===== src/rtl/swa_pkg.sv =====
package swa_pkg;
  typedef enum logic [1:0] {
    TGT_NONE = 2'd0,
    TGT_CORE = 2'd1,
    TGT_DMA  = 2'd2,
    TGT_BCTL = 2'd3
  } tgt_e;

  // Mask covering (code + 1) low bytes of a word.
  function automatic logic [31:0] size_mask(input logic [1:0] code);
    logic [31:0] m;
    case (code)
      2'd0:    m = 32'h0000_00FF;
      2'd1:    m = 32'h0000_FFFF;
      2'd2:    m = 32'h00FF_FFFF;
      default: m = 32'hFFFF_FFFF;
    endcase
    return m;
  endfunction
endpackage


===== src/rtl/swa_decode.sv =====
module swa_decode
  import swa_pkg::*;
#(
  parameter int ADDR_W    = 7,
  parameter int IDX_W     = 4,
  parameter int CORE_END  = 'h40,
  parameter int DMA_END   = 'h60,
  parameter int FETCH_END = 'h74,
  parameter int BCTL_ADDR = 'h70
) (
  input  logic [ADDR_W-1:0] addr,
  output tgt_e              fetch_tgt,
  output tgt_e              wr_tgt,
  output tgt_e              rd_tgt,
  output logic [IDX_W-1:0]  index
);
  localparam logic [ADDR_W-1:0] CORE_E  = ADDR_W'(CORE_END);
  localparam logic [ADDR_W-1:0] DMA_E   = ADDR_W'(DMA_END);
  localparam logic [ADDR_W-1:0] FETCH_E = ADDR_W'(FETCH_END);
  localparam logic [ADDR_W-1:0] BCTL_A  = ADDR_W'(BCTL_ADDR);

  logic [ADDR_W-1:0] aligned;

  always_comb begin
    aligned = {addr[ADDR_W-1:2], 2'b00};
    index   = addr[IDX_W+1:2];

    // region whose word is fetched for merging
    if (addr < CORE_E)       fetch_tgt = TGT_CORE;
    else if (addr < DMA_E)   fetch_tgt = TGT_DMA;
    else if (addr < FETCH_E) fetch_tgt = TGT_BCTL;
    else                     fetch_tgt = TGT_NONE;

    // region that receives the full-word write
    if (aligned < CORE_E)      wr_tgt = TGT_CORE;
    else if (aligned < DMA_E)  wr_tgt = TGT_DMA;
    else if (aligned == BCTL_A) wr_tgt = TGT_BCTL;
    else                       wr_tgt = TGT_NONE;

    // region returned by a read (exact byte address for bus-control)
    if (addr < CORE_E)       rd_tgt = TGT_CORE;
    else if (addr < DMA_E)   rd_tgt = TGT_DMA;
    else if (addr == BCTL_A) rd_tgt = TGT_BCTL;
    else                     rd_tgt = TGT_NONE;
  end
endmodule


===== src/rtl/swa_merge.sv =====
module swa_merge #(
  parameter int LANES = 4
) (
  input  logic [8*LANES-1:0] cur_word,
  input  logic [8*LANES-1:0] new_bytes,
  input  logic [1:0]         off,
  input  logic [1:0]         code,
  output logic [8*LANES-1:0] merged
);
  logic [8*LANES-1:0] shifted;
  assign shifted = new_bytes << {off, 3'b000};

  for (genvar i = 0; i < LANES; i++) begin : g_lane
    logic       take;
    logic [2:0] rel;
    always_comb begin
      rel  = 3'(i) - {1'b0, off};
      take = (3'(i) >= {1'b0, off}) && (rel <= {1'b0, code});
      merged[8*i +: 8] = take ? shifted[8*i +: 8] : cur_word[8*i +: 8];
    end
  end
endmodule


===== src/rtl/swa_rdalign.sv =====
module swa_rdalign
  import swa_pkg::*;
(
  input  logic [31:0] word,
  input  logic [1:0]  off,
  input  logic [1:0]  code,
  output logic [31:0] data
);
  always_comb begin
    data = (word >> {off, 3'b000}) & size_mask(code);
  end
endmodule


===== src/rtl/subword_reg_adapter.sv =====
module subword_reg_adapter
  import swa_pkg::*;
#(
  parameter int ADDR_W = 7,
  parameter int IDX_W  = 4
) (
  input  logic              clk,
  input  logic              rst_n,
  input  logic              host_req,
  input  logic              host_we,
  input  logic [ADDR_W-1:0] host_addr,
  input  logic [1:0]        host_size,
  input  logic [31:0]       host_wdata,
  output logic              host_ack,
  output logic [31:0]       host_rdata,
  output logic [IDX_W-1:0]  tgt_index,
  input  logic [31:0]       core_rdata,
  input  logic [31:0]       dma_rdata,
  input  logic [31:0]       bctl_rdata,
  output logic              core_we,
  output logic              dma_we,
  output logic              bctl_we,
  output logic [IDX_W-1:0]  wr_index,
  output logic [31:0]       wr_data
);
  tgt_e        fetch_tgt, wr_tgt, rd_tgt;
  logic [31:0] cur_word, rd_word, merged, aligned_rd;
  logic        wr_go, rd_go;

  logic              ack_q, ack_d;
  logic [31:0]       rdata_q, rdata_d;
  logic [2:0]        we_q, we_d;
  logic [IDX_W-1:0]  idx_q, idx_d;
  logic [31:0]       wdat_q, wdat_d;

  swa_decode #(.ADDR_W(ADDR_W), .IDX_W(IDX_W)) u_decode (
    .addr      (host_addr),
    .fetch_tgt (fetch_tgt),
    .wr_tgt    (wr_tgt),
    .rd_tgt    (rd_tgt),
    .index     (tgt_index)
  );

  always_comb begin
    case (fetch_tgt)
      TGT_CORE: cur_word = core_rdata;
      TGT_DMA:  cur_word = dma_rdata;
      TGT_BCTL: cur_word = bctl_rdata;
      default:  cur_word = '0;
    endcase
    case (rd_tgt)
      TGT_CORE: rd_word = core_rdata;
      TGT_DMA:  rd_word = dma_rdata;
      TGT_BCTL: rd_word = bctl_rdata;
      default:  rd_word = '0;
    endcase
  end

  swa_merge #(.LANES(4)) u_merge (
    .cur_word  (cur_word),
    .new_bytes (host_wdata),
    .off       (host_addr[1:0]),
    .code      (host_size),
    .merged    (merged)
  );

  swa_rdalign u_rdalign (
    .word (rd_word),
    .off  (host_addr[1:0]),
    .code (host_size),
    .data (aligned_rd)
  );

  // next-state
  always_comb begin
    wr_go   = host_req && host_we;
    rd_go   = host_req && !host_we;
    ack_d   = rd_go;
    rdata_d = rd_go ? aligned_rd : '0;
    we_d    = 3'b000;
    if (wr_go) begin
      case (wr_tgt)
        TGT_CORE: we_d = 3'b001;
        TGT_DMA:  we_d = 3'b010;
        TGT_BCTL: we_d = 3'b100;
        default:  we_d = 3'b000;
      endcase
    end
    idx_d  = wr_go ? tgt_index : idx_q;
    wdat_d = wr_go ? merged    : wdat_q;
  end

  // registers
  always_ff @(posedge clk or negedge rst_n) begin
    if (!rst_n) begin
      ack_q   <= 1'b0;
      rdata_q <= '0;
      we_q    <= '0;
      idx_q   <= '0;
      wdat_q  <= '0;
    end else begin
      ack_q   <= ack_d;
      rdata_q <= rdata_d;
      we_q    <= we_d;
      idx_q   <= idx_d;
      wdat_q  <= wdat_d;
    end
  end

  assign host_ack   = ack_q;
  assign host_rdata = rdata_q;
  assign core_we    = we_q[0];
  assign dma_we     = we_q[1];
  assign bctl_we    = we_q[2];
  assign wr_index   = idx_q;
  assign wr_data    = wdat_q;


  strobe_onehot_chk: assert property (@(posedge clk) disable iff (!rst_n)
    $onehot0({core_we, dma_we, bctl_we}));


  strobe_origin_chk: assert property (@(posedge clk) disable iff (!rst_n)
    (core_we || dma_we || bctl_we) |-> ($past(host_req) && $past(host_we) && !host_ack));


  bctl_addr_chk: assert property (@(posedge clk) disable iff (!rst_n)
    bctl_we |-> ($past(host_addr[ADDR_W-1:2]) == 5'h1C));


  rdata_width_chk: assert property (@(posedge clk) disable iff (!rst_n)
    host_ack |-> ((host_rdata & ~size_mask($past(host_size))) == '0));


  hole_read_zero_chk: assert property (@(posedge clk) disable iff (!rst_n)
    (host_ack && $past(host_addr) >= 7'h60 && $past(host_addr) != 7'h70)
      |-> (host_rdata == '0));
endmodule


===== config.mk =====
export PLATFORM = sky130hd
export DESIGN_NAME = subword_reg_adapter
export DESIGN_NICKNAME = d
export VERILOG_FILES = /design/src/rtl/swa_pkg.sv /design/src/rtl/swa_decode.sv /design/src/rtl/swa_merge.sv /design/src/rtl/swa_rdalign.sv /design/src/rtl/subword_reg_adapter.sv
export SDC_FILE = /design/constraint.sdc
export NUM_CORES = 1
export LEC_CHECK = 0
export ABC_AREA = 1
export BUFFER_PORTS_ARGS = -buffer_cell sky130_fd_sc_hd__buf_2
export CAP_MARGIN = 25
export CORE_MARGIN = 10
export CORE_UTILIZATION = 30
export DETAILED_ROUTE_END_ITERATION = 16
export PLACE_DENSITY = 0.63
export SKIP_LAST_GASP = 1
export SLEW_MARGIN = 20
export SYNTH_ARGS = -nofsm -noshare
export SYNTH_HDL_FRONTEND = slang
export SYNTH_HIERARCHICAL = 1
export SYNTH_SLANG_ARGS = --single-unit

===== constraint.sdc =====
create_clock -name clk -period 1.2 [get_ports clk]
set_input_delay 0.06 -clock clk [delete_from_list [all_inputs] [get_ports clk]]
set_output_delay 0.06 -clock clk [all_outputs]
set_load 0.02 [all_outputs]

==> impl_metrics.env <==
export IMPL_status="finished, violations left"
export IMPL_violations="hold timing, setup timing"
export IMPL_crit_top_cell="nor2_4"
export IMPL_min_period_ps=1500
export IMPL_fmax_mhz=666
export IMPL_start_util_pct=30.6
export IMPL_hold_violations=1
export IMPL_placed_area_um2=8380
export IMPL_cts_hold_buf=1
export IMPL_path_cells="buf_8 -> nor2_4 -> nand2_2 -> nor2_2 -> nor2_2 -> nor2_4 -> buf_12 -> inv_4 -> buf_12 -> nand3_2 -> nand3_4 -> nand2_2 -> nand2_1 -> nand2_1 -> nor2_1 -> inv_1 -> nor2_4"
export IMPL_layout_commonest_cell="nand3_1"
export IMPL_grtUsageMet3_pct=3.90
export IMPL_nets=1450
export IMPL_die_area_um2=27700
export IMPL_max_stage_delay_ps=170
export IMPL_seq_area_um2=1800
export IMPL_layout_setup_ws_ps=-301
export IMPL_grtUsageTotal_pct=20.6
export IMPL_die_w_um=166
export IMPL_io_buffers=216
export IMPL_worst_path_max_delay_cell="nor2_4"
export IMPL_p_per_area_nw_per_um2=942
export IMPL_drc_errors=0
export IMPL_wl_per_cell_um=19.6
export IMPL_hold_worst_slack_ps=-10.5
export IMPL_insertion_delay_ps=340
export IMPL_peakVddDrop_v=0.000558
export IMPL_cts_made_buffers=9
export IMPL_drv_cap=0
export IMPL_cellLeakagePower_nw=5.30
export IMPL_cts_root_buf="clkbuf_16"
export IMPL_core_um2=21000
export IMPL_post_drt_via_cell_ratio=5.24
export IMPL_wl_um=31000
export IMPL_cts_max_level=3
export IMPL_cts_tree="built"
export IMPL_grt_busiest_layer="met2"
export IMPL_fin_area_um2=9810
export IMPL_setup_viol=64
export IMPL_grt_util_met1_pct=27.1
export IMPL_antenna_found_initial=1
export IMPL_drt_iter0_drc=1027
export IMPL_end_kind="register"
export IMPL_io_pins=217
export IMPL_grt_pass1_wl_um=45800
export IMPL_final_cell_mix="nand3_1 (289), nand2_1 (256), buf_2 (210), inv_1 (88), nand3_2 (82)"
export IMPL_fp_dieH_um=166
export IMPL_crit_path_start_kind="primary input"
export IMPL_dpl_hpwl_um=23000
export IMPL_multi_input_area_um2=4400
export IMPL_worst_path_buf_inv=5
export IMPL_ys_ff_latch=72
export IMPL_hp_class="primary input to register"
export IMPL_yosys_warnings=6
export IMPL_num_vias=8282
export IMPL_grt_use_met2_pct=33.1
export IMPL_fin_crit_sh_pct=125
export IMPL_gp_congestion=0.996
export IMPL_power_mw=9.24
export IMPL_cts_sinks=72
export IMPL_clockBufferDepth=2
export IMPL_critPathKind="primary input to register"
export IMPL_cts_clk_slew_worst_paths_ps=60
export IMPL_slew_headroom_pct=50.6
export IMPL_syn_area_um2=6430
export IMPL_synth_avg_cell_area_um2=6.17
export IMPL_synth_seq_area_share_pct=28.0
export IMPL_syn_num_nets=1189
export IMPL_drive_above_1_share_pct=41.3
export IMPL_antenna_left=0
export IMPL_clock_skew_ps=0
export IMPL_first_pass_iters=5
export IMPL_report_final_slew_viol_count=0
export IMPL_worstMarginPinSlew_ps=740
export IMPL_areaGrowthSynthToFinish_pct=52.6
export IMPL_grt_max_degree=44
export IMPL_grt_ovfl_total=0
export IMPL_critPathTopFamily="simple AND/OR/NAND/NOR gates"
export IMPL_yosysUniqueCellTypes=26
export IMPL_synth_cells=1041
export IMPL_rows=53
export IMPL_rsz0062_at_grt="true"
export IMPL_fillCellCount=2115
export IMPL_path_max_fanout=10
export IMPL_worstPathRequired_ps=1410
export IMPL_cp_arrival_ps=1710
export IMPL_first_global_vias=7836
## metrics by stage
stage	setup TNS [ps]	utilization (%)	setup slack [ps]	instances	hold WS [ps]
floorplan	-8120	-	-263	1041	-236
global placement	-37610	39.8	-723	1531	-73.4
detailed placement	-38670	39.8	-751	1531	-75.1
CTS	-7400	44.1	-218	1565	-23.1
global route	-19080	46.6	-413	1582	-19.6
finish	-13310	46.6	-301	1582	-10.5
## power breakdown
part           total (mW)  switching [mW]  leakage [nW]  internal, mW
logic                3.90            2.40          4.21          1.50
clock network        2.53            1.04         0.134          1.49
registers            2.80           0.134         0.954          2.67
## metal layers
metal | wire, um | up-vias | part of all wire (%)
met5 | 0 | - | 0
met4 | 1130 | 0 | 3.6
met3 | 2500 | 67 | 8.0
met2 | 14500 | 437 | 47
met1 | 13000 | 3891 | 42
li1 | - | 3887 | -
## sequential cells by signal (all words and copies together) (netlist names)
signal      cells
we_q            3
wr_index        4
wr_data        32
host_rdata     32
host_ack        1
## cells in the mapped netlist, drive strengths merged
library cell	instances	share of area, %
nand3	376	30
nand2	283	17
inv	116	7.0
nor2	90	8.2
dfrtp	72	28
buf	64	6.7
clkbuf	15	0.88
o21ai	11	0.91
ha	7	1.4
nor3	3	0.23
nand4	2	0.19
a21oi	1	0.078
or2	1	0.097
## path summary, 6_finish.rpt
path	start	endpoint	slack, ps	cells after the start
worst min-delay path	host_req	host_ack	-10	3
worst max-delay path	host_addr[2]	host_rdata[11]	-300	17
min in group asynchronous	rst_n	wr_data[14]	120	2
max in group asynchronous	rst_n	host_rdata[6]	590	3
worst min register to register	wr_index[0]	wr_index[0]	460	2
worst max register to register	wr_data[19]	wr_data[19]	570	2
## logic make-up (layout without fill, tap and decap cells)
family	after synthesis	after routing	share of synthesized area (%)
flops	72	72	28.0
compound gates	12	12	0.993
fa+ha+maj	7	7	1.36
buf+inv	195	459	14.5
other cells	0	1	0
simple gates	755	756	55.1
## repair_timing
action,4_1_cts,5_1_grt
endpoints found under the hold margin,73,1
pin swaps,13,30
setup endpoints to repair,64,64
buffers inserted,12,8
gates resized for setup,89,80
cloned,6,8
## worst register-to-register path, cell delays in order (launching register included)
cell,delay [ps]
dfrtp_1,400
nand2_1,80
nand2_1,50
## cell type report
class / count / area share (%)
well taps: 275 / 3.51
repair buffers: 328 / 25.7
clock inverters: 3 / 0.179
diodes: 1 / 0.0255
inverters: 116 / 4.76
flip-flops and latches: 72 / 18.4
clock buffers: 12 / 2.62
multi-input cells: 775 / 44.8
Note: power is estimated with default switching activity, not from simulation.
